==> config.mk <==
export PLATFORM = sky130hd
export DESIGN_NAME = ep0_ctl_status
export DESIGN_NICKNAME = d
export VERILOG_FILES = /design/src/rtl/ep0_pkg.sv /design/src/rtl/ep0_rst_sync.sv /design/src/rtl/ep0_wr_decode.sv /design/src/rtl/ep0_flag_bank.sv /design/src/rtl/ep0_ctl_status.sv
export SDC_FILE = /design/constraint.sdc
export NUM_CORES = 1
export LEC_CHECK = 0
export BUFFER_PORTS_ARGS = -buffer_cell sky130_fd_sc_hd__buf_2
export CORE_AREA = 2 2 39 41
export CTS_BUF_LIST = sky130_fd_sc_hd__clkbuf_4 sky130_fd_sc_hd__clkbuf_8
export CTS_CLUSTER_DIAMETER = 30
export CTS_CLUSTER_SIZE = 12
export DETAILED_ROUTE_END_ITERATION = 10
export DIE_AREA = 0 0 41 43
export PLACE_DENSITY = 0.64
export RECOVER_POWER = 25
export SLEW_MARGIN = 20
export SYNTH_ARGS = -nofsm -noshare
export SYNTH_HDL_FRONTEND = slang
export SYNTH_SLANG_ARGS = --single-unit
==> constraint.sdc <==
create_clock -name clk -period 0.8 [get_ports clk]
set_input_delay 0.04 -clock clk [delete_from_list [all_inputs] [get_ports clk]]
set_output_delay 0.04 -clock clk [all_outputs]
set_load 0.1 [all_outputs]
==> src/rtl/ep0_pkg.sv <==
package ep0_pkg;
  localparam int REG_W      = 8;
  localparam int NFLAG      = 6;
  // bit positions inside the byte (software decodes these)
  localparam int B_SETENDC  = 7;
  localparam int B_RXRDYC   = 6;
  localparam int B_STALL    = 5;
  localparam int B_SETEND   = 4;
  localparam int B_DATAEND  = 3;
  localparam int B_STALLED  = 2;
  localparam int B_TXRDY    = 1;
  localparam int B_RXRDY    = 0;
endpackage

==> src/rtl/ep0_rst_sync.sv <==
module ep0_rst_sync #(
  parameter int STAGES = 2
) (
  input  logic clk,
  input  logic rst_n,
  output logic rst_n_sync
);
  logic [STAGES-1:0] sync_q;
  logic [STAGES-1:0] sync_d;

  always_comb begin
    sync_d = {sync_q[STAGES-2:0], 1'b1};
  end

  always_ff @(posedge clk or negedge rst_n) begin
    if (!rst_n) sync_q <= '0;
    else        sync_q <= sync_d;
  end

  assign rst_n_sync = sync_q[STAGES-1];
endmodule

==> src/rtl/ep0_wr_decode.sv <==
module ep0_wr_decode
  import ep0_pkg::*;
(
  input  logic             reg_wr,
  input  logic [REG_W-1:0] reg_wdata,
  input  logic             ev_rx_pkt,
  input  logic             ev_tx_done,
  input  logic             ev_stall_sent,
  input  logic             ev_ctrl_abort,
  input  logic             ev_stage_done,
  input  logic             dataend_q,
  output logic [NFLAG-1:0] set_v,
  output logic [NFLAG-1:0] clr_v,
  output logic             int_set
);
  logic abort_early;

  always_comb begin
    abort_early = ev_ctrl_abort & ~dataend_q;

    set_v = '0;
    set_v[B_RXRDY]   = ev_rx_pkt;
    set_v[B_TXRDY]   = reg_wr & reg_wdata[B_TXRDY];
    set_v[B_STALLED] = ev_stall_sent;
    set_v[B_DATAEND] = reg_wr & reg_wdata[B_DATAEND];
    set_v[B_SETEND]  = abort_early;
    set_v[B_STALL]   = reg_wr & reg_wdata[B_STALL];

    clr_v = '0;
    clr_v[B_RXRDY]   = reg_wr & reg_wdata[B_RXRDYC];
    clr_v[B_TXRDY]   = ev_tx_done;
    clr_v[B_STALLED] = reg_wr & ~reg_wdata[B_STALLED];
    clr_v[B_DATAEND] = ev_tx_done | ev_stage_done;
    clr_v[B_SETEND]  = reg_wr & reg_wdata[B_SETENDC];
    clr_v[B_STALL]   = ev_stall_sent;

    int_set = abort_early;
  end
endmodule

==> src/rtl/ep0_flag_bank.sv <==
module ep0_flag_bank #(
  parameter int N = 6
) (
  input  logic         clk,
  input  logic         rst_n,
  input  logic [N-1:0] set_v,
  input  logic [N-1:0] clr_v,
  output logic [N-1:0] flag_q
);
  for (genvar i = 0; i < N; i++) begin : g_flag
    logic nxt;
    logic en;

    always_comb begin
      en  = set_v[i] | clr_v[i];
      nxt = set_v[i];          // set beats clear
    end

    always_ff @(posedge clk or negedge rst_n) begin
      if (!rst_n)  flag_q[i] <= 1'b0;
      else if (en) flag_q[i] <= nxt;
    end
  end
endmodule

==> src/rtl/ep0_ctl_status.sv <==
module ep0_ctl_status
  import ep0_pkg::*;
(
  input  logic             clk,
  input  logic             rst_n,
  input  logic             reg_wr,
  input  logic [REG_W-1:0] reg_wdata,
  output logic [REG_W-1:0] reg_rdata,
  input  logic             ev_rx_pkt,
  input  logic             ev_tx_done,
  input  logic             ev_stall_sent,
  input  logic             ev_ctrl_abort,
  input  logic             ev_stage_done,
  output logic             rx_ready,
  output logic             tx_ready,
  output logic             stall_req,
  output logic             last_pkt,
  output logic             ep0_int
);
  logic             rst_n_i;
  logic [NFLAG-1:0] set_v;
  logic [NFLAG-1:0] clr_v;
  logic [NFLAG-1:0] flag_q;
  logic             int_set;
  logic             int_q;
  logic             int_d;

  ep0_rst_sync #(.STAGES(2)) u_rst (
    .clk        (clk),
    .rst_n      (rst_n),
    .rst_n_sync (rst_n_i)
  );

  ep0_wr_decode u_dec (
    .reg_wr        (reg_wr),
    .reg_wdata     (reg_wdata),
    .ev_rx_pkt     (ev_rx_pkt),
    .ev_tx_done    (ev_tx_done),
    .ev_stall_sent (ev_stall_sent),
    .ev_ctrl_abort (ev_ctrl_abort),
    .ev_stage_done (ev_stage_done),
    .dataend_q     (flag_q[B_DATAEND]),
    .set_v         (set_v),
    .clr_v         (clr_v),
    .int_set       (int_set)
  );

  ep0_flag_bank #(.N(NFLAG)) u_flags (
    .clk    (clk),
    .rst_n  (rst_n_i),
    .set_v  (set_v),
    .clr_v  (clr_v),
    .flag_q (flag_q)
  );

  always_comb begin
    int_d = int_set;
  end

  always_ff @(posedge clk or negedge rst_n_i) begin
    if (!rst_n_i) int_q <= 1'b0;
    else          int_q <= int_d;
  end

  always_comb begin
    reg_rdata = '0;
    reg_rdata[NFLAG-1:0] = flag_q;
  end

  assign rx_ready  = flag_q[B_RXRDY];
  assign tx_ready  = flag_q[B_TXRDY];
  assign stall_req = flag_q[B_STALL];
  assign last_pkt  = flag_q[B_DATAEND];
  assign ep0_int   = int_q;
endmodule

# ---- Yosys cells after proc, flatten, opt, wreduce, memory -nomap -nowiden
# Cells that the tools add are included.
dict set report word_totals {
  ff_bits 9
  latch_bits 0
  ram_bits 0
  rom_bits 0
  inputBits 16
  output_inout_bits 13
  memories 0
}
dict set report op_classes {
  add_sub_neg 0
  multipliers 0
  div_mod_pow 0
  magnitude_cmp 0
  eq_ne 0
  shift 0
  mux 0
  bitwise 16
  n_reduce_logical 0
}
# cell n
set op_table {}
lappend op_table {{$and 1x1->1} 7}
lappend op_table {{$or 1x1->1} 7}
lappend op_table {{$not 1->1} 2}

# ---- Longest topological paths before layout
dict set report logic_depth {
  word_depth 3
  ltp_mapped 2
}

# ---- Hierarchy
# A second synthesis with hierarchy kept.
dict set report unflattened {
  hier_cells 42
  hier_area_um2 441.7
}
# mod instances cells_per_inst area_each_um2
set by_module_without_submodules {}
lappend by_module_without_submodules {ep0_flag_bank 1 18 217.7}
lappend by_module_without_submodules {ep0_wr_decode 1 13 96.3}
lappend by_module_without_submodules {ep0_ctl_status 1 8 73.8}
lappend by_module_without_submodules {ep0_rst_sync 1 3 53.8}

# ---- Worst setup path after synthesis
# OpenSTA, ideal clock, no wires.
dict set report synth_timing {
  path_kind {register -> output}
  from {reg u_flags.flag_q[3]}
  to {out reg_rdata[3]}
  t_arrival_ps 1357
  t_required_ps 760
  slack_ps -597
  path_stages_with_launch 2
  path_buffers 1
  path_cell_list {dfrtp_1 buf_4}
}
# item line_no
set synth_lines {}
lappend synth_lines {{start, declared} ep0_flag_bank.sv:8} ;# output logic [N-1:0] flag_q
lappend synth_lines {{start signal, assigned by index} ep0_flag_bank.sv:21} ;# else if (en) flag_q[i] <= nxt;
lappend synth_lines {{end, declared} ep0_ctl_status.sv:8} ;# output logic [REG_W-1:0] reg_rdata,
# No word-level cell between the ends.

# ---- Worst setup path after layout
dict set report layout_timing {
  from {reg u_flags.flag_q[3]}
  to {out last_pkt}
}
# item line_no
set layout_lines {}
lappend layout_lines {{end, declared} ep0_ctl_status.sv:17} ;# output logic last_pkt,
# No word-level cell between the ends.

==> impl_metrics.csv <==
group,metric,value,unit
outcome,status,"finished, violations left",
outcome,violations,"negative setup slack",
global_route,grt_overflow_total,0,
yosys,syn-cell-area,359.1,um^2
timing,setup_violations,14,
routing,drc,0,
timing,final_hold_viol_count,0,
floorplan,dieArea,1763,um^2
final_layout,layout-drive-gt1-share,66.13,%
placement,dp_hpwl,584.6,um
timing,clock-skew-final,0.007040,ns
critical_path,crit_path_start_kind,"flip-flop",
routing,drtPass1Iterations,4,
yosys,synth_seq_cells,9,
yosys,yosysWarnings,0,
power,leakagePower,0.0003621,uW
floorplan,core_area,1384,um^2
critical_path,worst-path-max-fanout,2,
critical_path,cp.arrival,1.04,ns
placement,place_ws,-0.01949,ns
yosys,synth_cells,32,
floorplan,rows,14,
clock_network,cts.clk_slew.worst_paths,0.05,ns
yosys,synth_cell_types,11,
clock_network,root_buffer,"clkbuf_4",
critical_path,crit_required,0.76,ns
floorplan,initial_utilization,25.95,%
critical_path,crit_buf_inv,2,
final_layout,num_antenna_cells,0,
clock_network,clockBufferDepth,2,
timing,holdWs,0.003685,ns
routing,via_count,298,
global_route,grt_pass1_wl,1262,um
routing,initialDrtViolationCount,5,
placement,place_congestion,0.6734,
placement,io_buffer_count,24,
routing,wl_per_cell,10.08,um
timing,fin_ws,-0.2754,ns
floorplan,dieHeight,43,um
clock_network,clock-sinks,9,
critical_path,cpLargestDelayFamily,"flip-flops",
global_route,grt_max_degree,8,
power,ir_worst_vdd,0.8997,mV
final_layout,nets,79,
final_layout,areaGrowthSynthToFinish,111.5,%
timing,fmax,929.9,MHz
clock_network,cts_max_level,1,
yosys,synth-seq-area-share,62.72,%
timing,slew_violations,0,
critical_path,critical-path-max-stage-delay,0.49,ns
timing,min_period_over_period,134.4,%
global_route,grt.total_usage,11.81,%
timing,final.min_clock_period,1.075,ns
floorplan,die_x,41,um
floorplan,pin_count,29,
yosys,avgSynthCellArea,11.22,um^2
critical_path,critPathKind,"reg2out",
critical_path,worst_path_most_repeated_cell,"buf_12",
critical_path,cp-end-kind,"output port",
timing,grt_setup_unrepaired,"yes",
power,p_per_area,2122,nW/um^2
critical_path,path_cells,"buf_12, buf_12",
global_route,grt_pass1_vias,309,
clock_network,insertion_delay,0.25,ns
global_route,antenna_found_initial,0,
run,drv_cap,0,
min_path,holdCritPathClass,"in2reg",
final_layout,final_cell_mix,"12 x buf_2, 12 x buf_12, 5 x dfrtp_4",
routing,routed_via_density,3.821,
routing,wirelength,786,um
routing,ant_nets,0,
clock_network,cts_buffers,3,
critical_path,slowest_stage,"dfrtp_4",
final_layout,fillers,109,
clock_network,cts_tree,"done",
[flip-flops by register name, indices dropped and copies added, names as in the netlist]
register / cells
ep0_int: 1
u_flags.flag_q: 6
u_rst.sync_q: 2
[cell families after synthesis]
family / count (synthesis) / share of synthesized area (%)
flops: 9 / 62.72
other cells: 2 / 2.091
simple gates: 7 / 8.711
buf+inv: 8 / 14.63
compound gates: 6 / 11.85
[metal layers]
layer  global-route usage (%)  share of wire (%)  vias up
met5                        0                  0        -
met4                    12.00                1.0        0
met3                    3.141                6.9        2
met2                    17.81                 51       15
met1                    11.78                 41      131
li1                         -                  -      150
[final cells by class]
cell class | instances | area (um^2) | share of cell area [%]
Timing Repair Buffer | 31 | 362.8 | 47.78
Sequential cell | 9 | 246.5 | 32.45
Clock buffer | 4 | 30.03 | 3.954
Multi-Input combinational cell | 16 | 92.59 | 12.19
Inverter | 2 | 7.507 | 0.9885
Tap cell | 16 | 20.02 | 2.636
[what timing repair did]
action / CTS / global route
gates cloned: 0 / 0
hold buffers: 4 / 0
endpoints found under the hold margin: 6 / 0
setup endpoints to repair: 13 / 14
pin swaps: 0 / 0
buffers inserted: 2 / 1
gates resized for setup: 3 / 1
[through the flow]
step	instance area (um^2)	setup TNS, ns	cells	power, uW	util (%)
6_report	759.5	-2.457	78	1611	54.88
2_1_floorplan	425.4	-1.100	33	1018	-
3_3_place_gp	664.4	-0.03951	68	1219	48.01
4_1_cts	760.7	-2.589	78	1633	54.97
3_5_place_dp	664.4	-0.05392	68	1224	48.01
5_1_grt	759.5	-2.937	78	1699	54.88
[cell usage after synthesis (all sizes together)]
cell type,count,share of area (%)
inv,2,2.1
nor2,1,1.0
nand2b,1,1.7
a22o,1,2.8
o21ai,2,2.8
a21o,3,6.3
conb,2,2.1
nor2b,1,1.7
dfrtp,9,63
buf,6,13
nand2,4,4.2
[worst reg2reg max path, delay by kind of cell (launching register included)]
kind,cells,cell delay [ns]
DFF,1,0.49
buffers and inverters,2,0.25
AOI/OAI and AO/OA,1,0.20
[final timing paths]
path	startpoint	to	slack, ns	cells past startpoint
worst min-delay path	reg_wdata[1]	u_flags.flag_q[1]	0.004	3
max in group asynchronous	u_rst.sync_q[1]	u_flags.flag_q[3]	0.46	0
worst max-delay path	u_flags.flag_q[3]	last_pkt	-0.28	2
worst min register to register	u_rst.sync_q[1]	u_flags.flag_q[2]	0.10	0
min in group asynchronous	rst_n	u_rst.sync_q[0]	0.10	2
worst max register to register	u_flags.flag_q[3]	u_flags.flag_q[3]	-0.25	3
[power breakdown]
part / total [uW] / switching (uW) / internal (uW) / leakage [uW]
Combinational: 694 / 440 / 254 / 0.000246
Sequential: 552 / 48.2 / 504 / 0.0000973
Clock: 365 / 140 / 225 / 0.0000184
No activity file was read; power rests on OpenSTA's default activity.
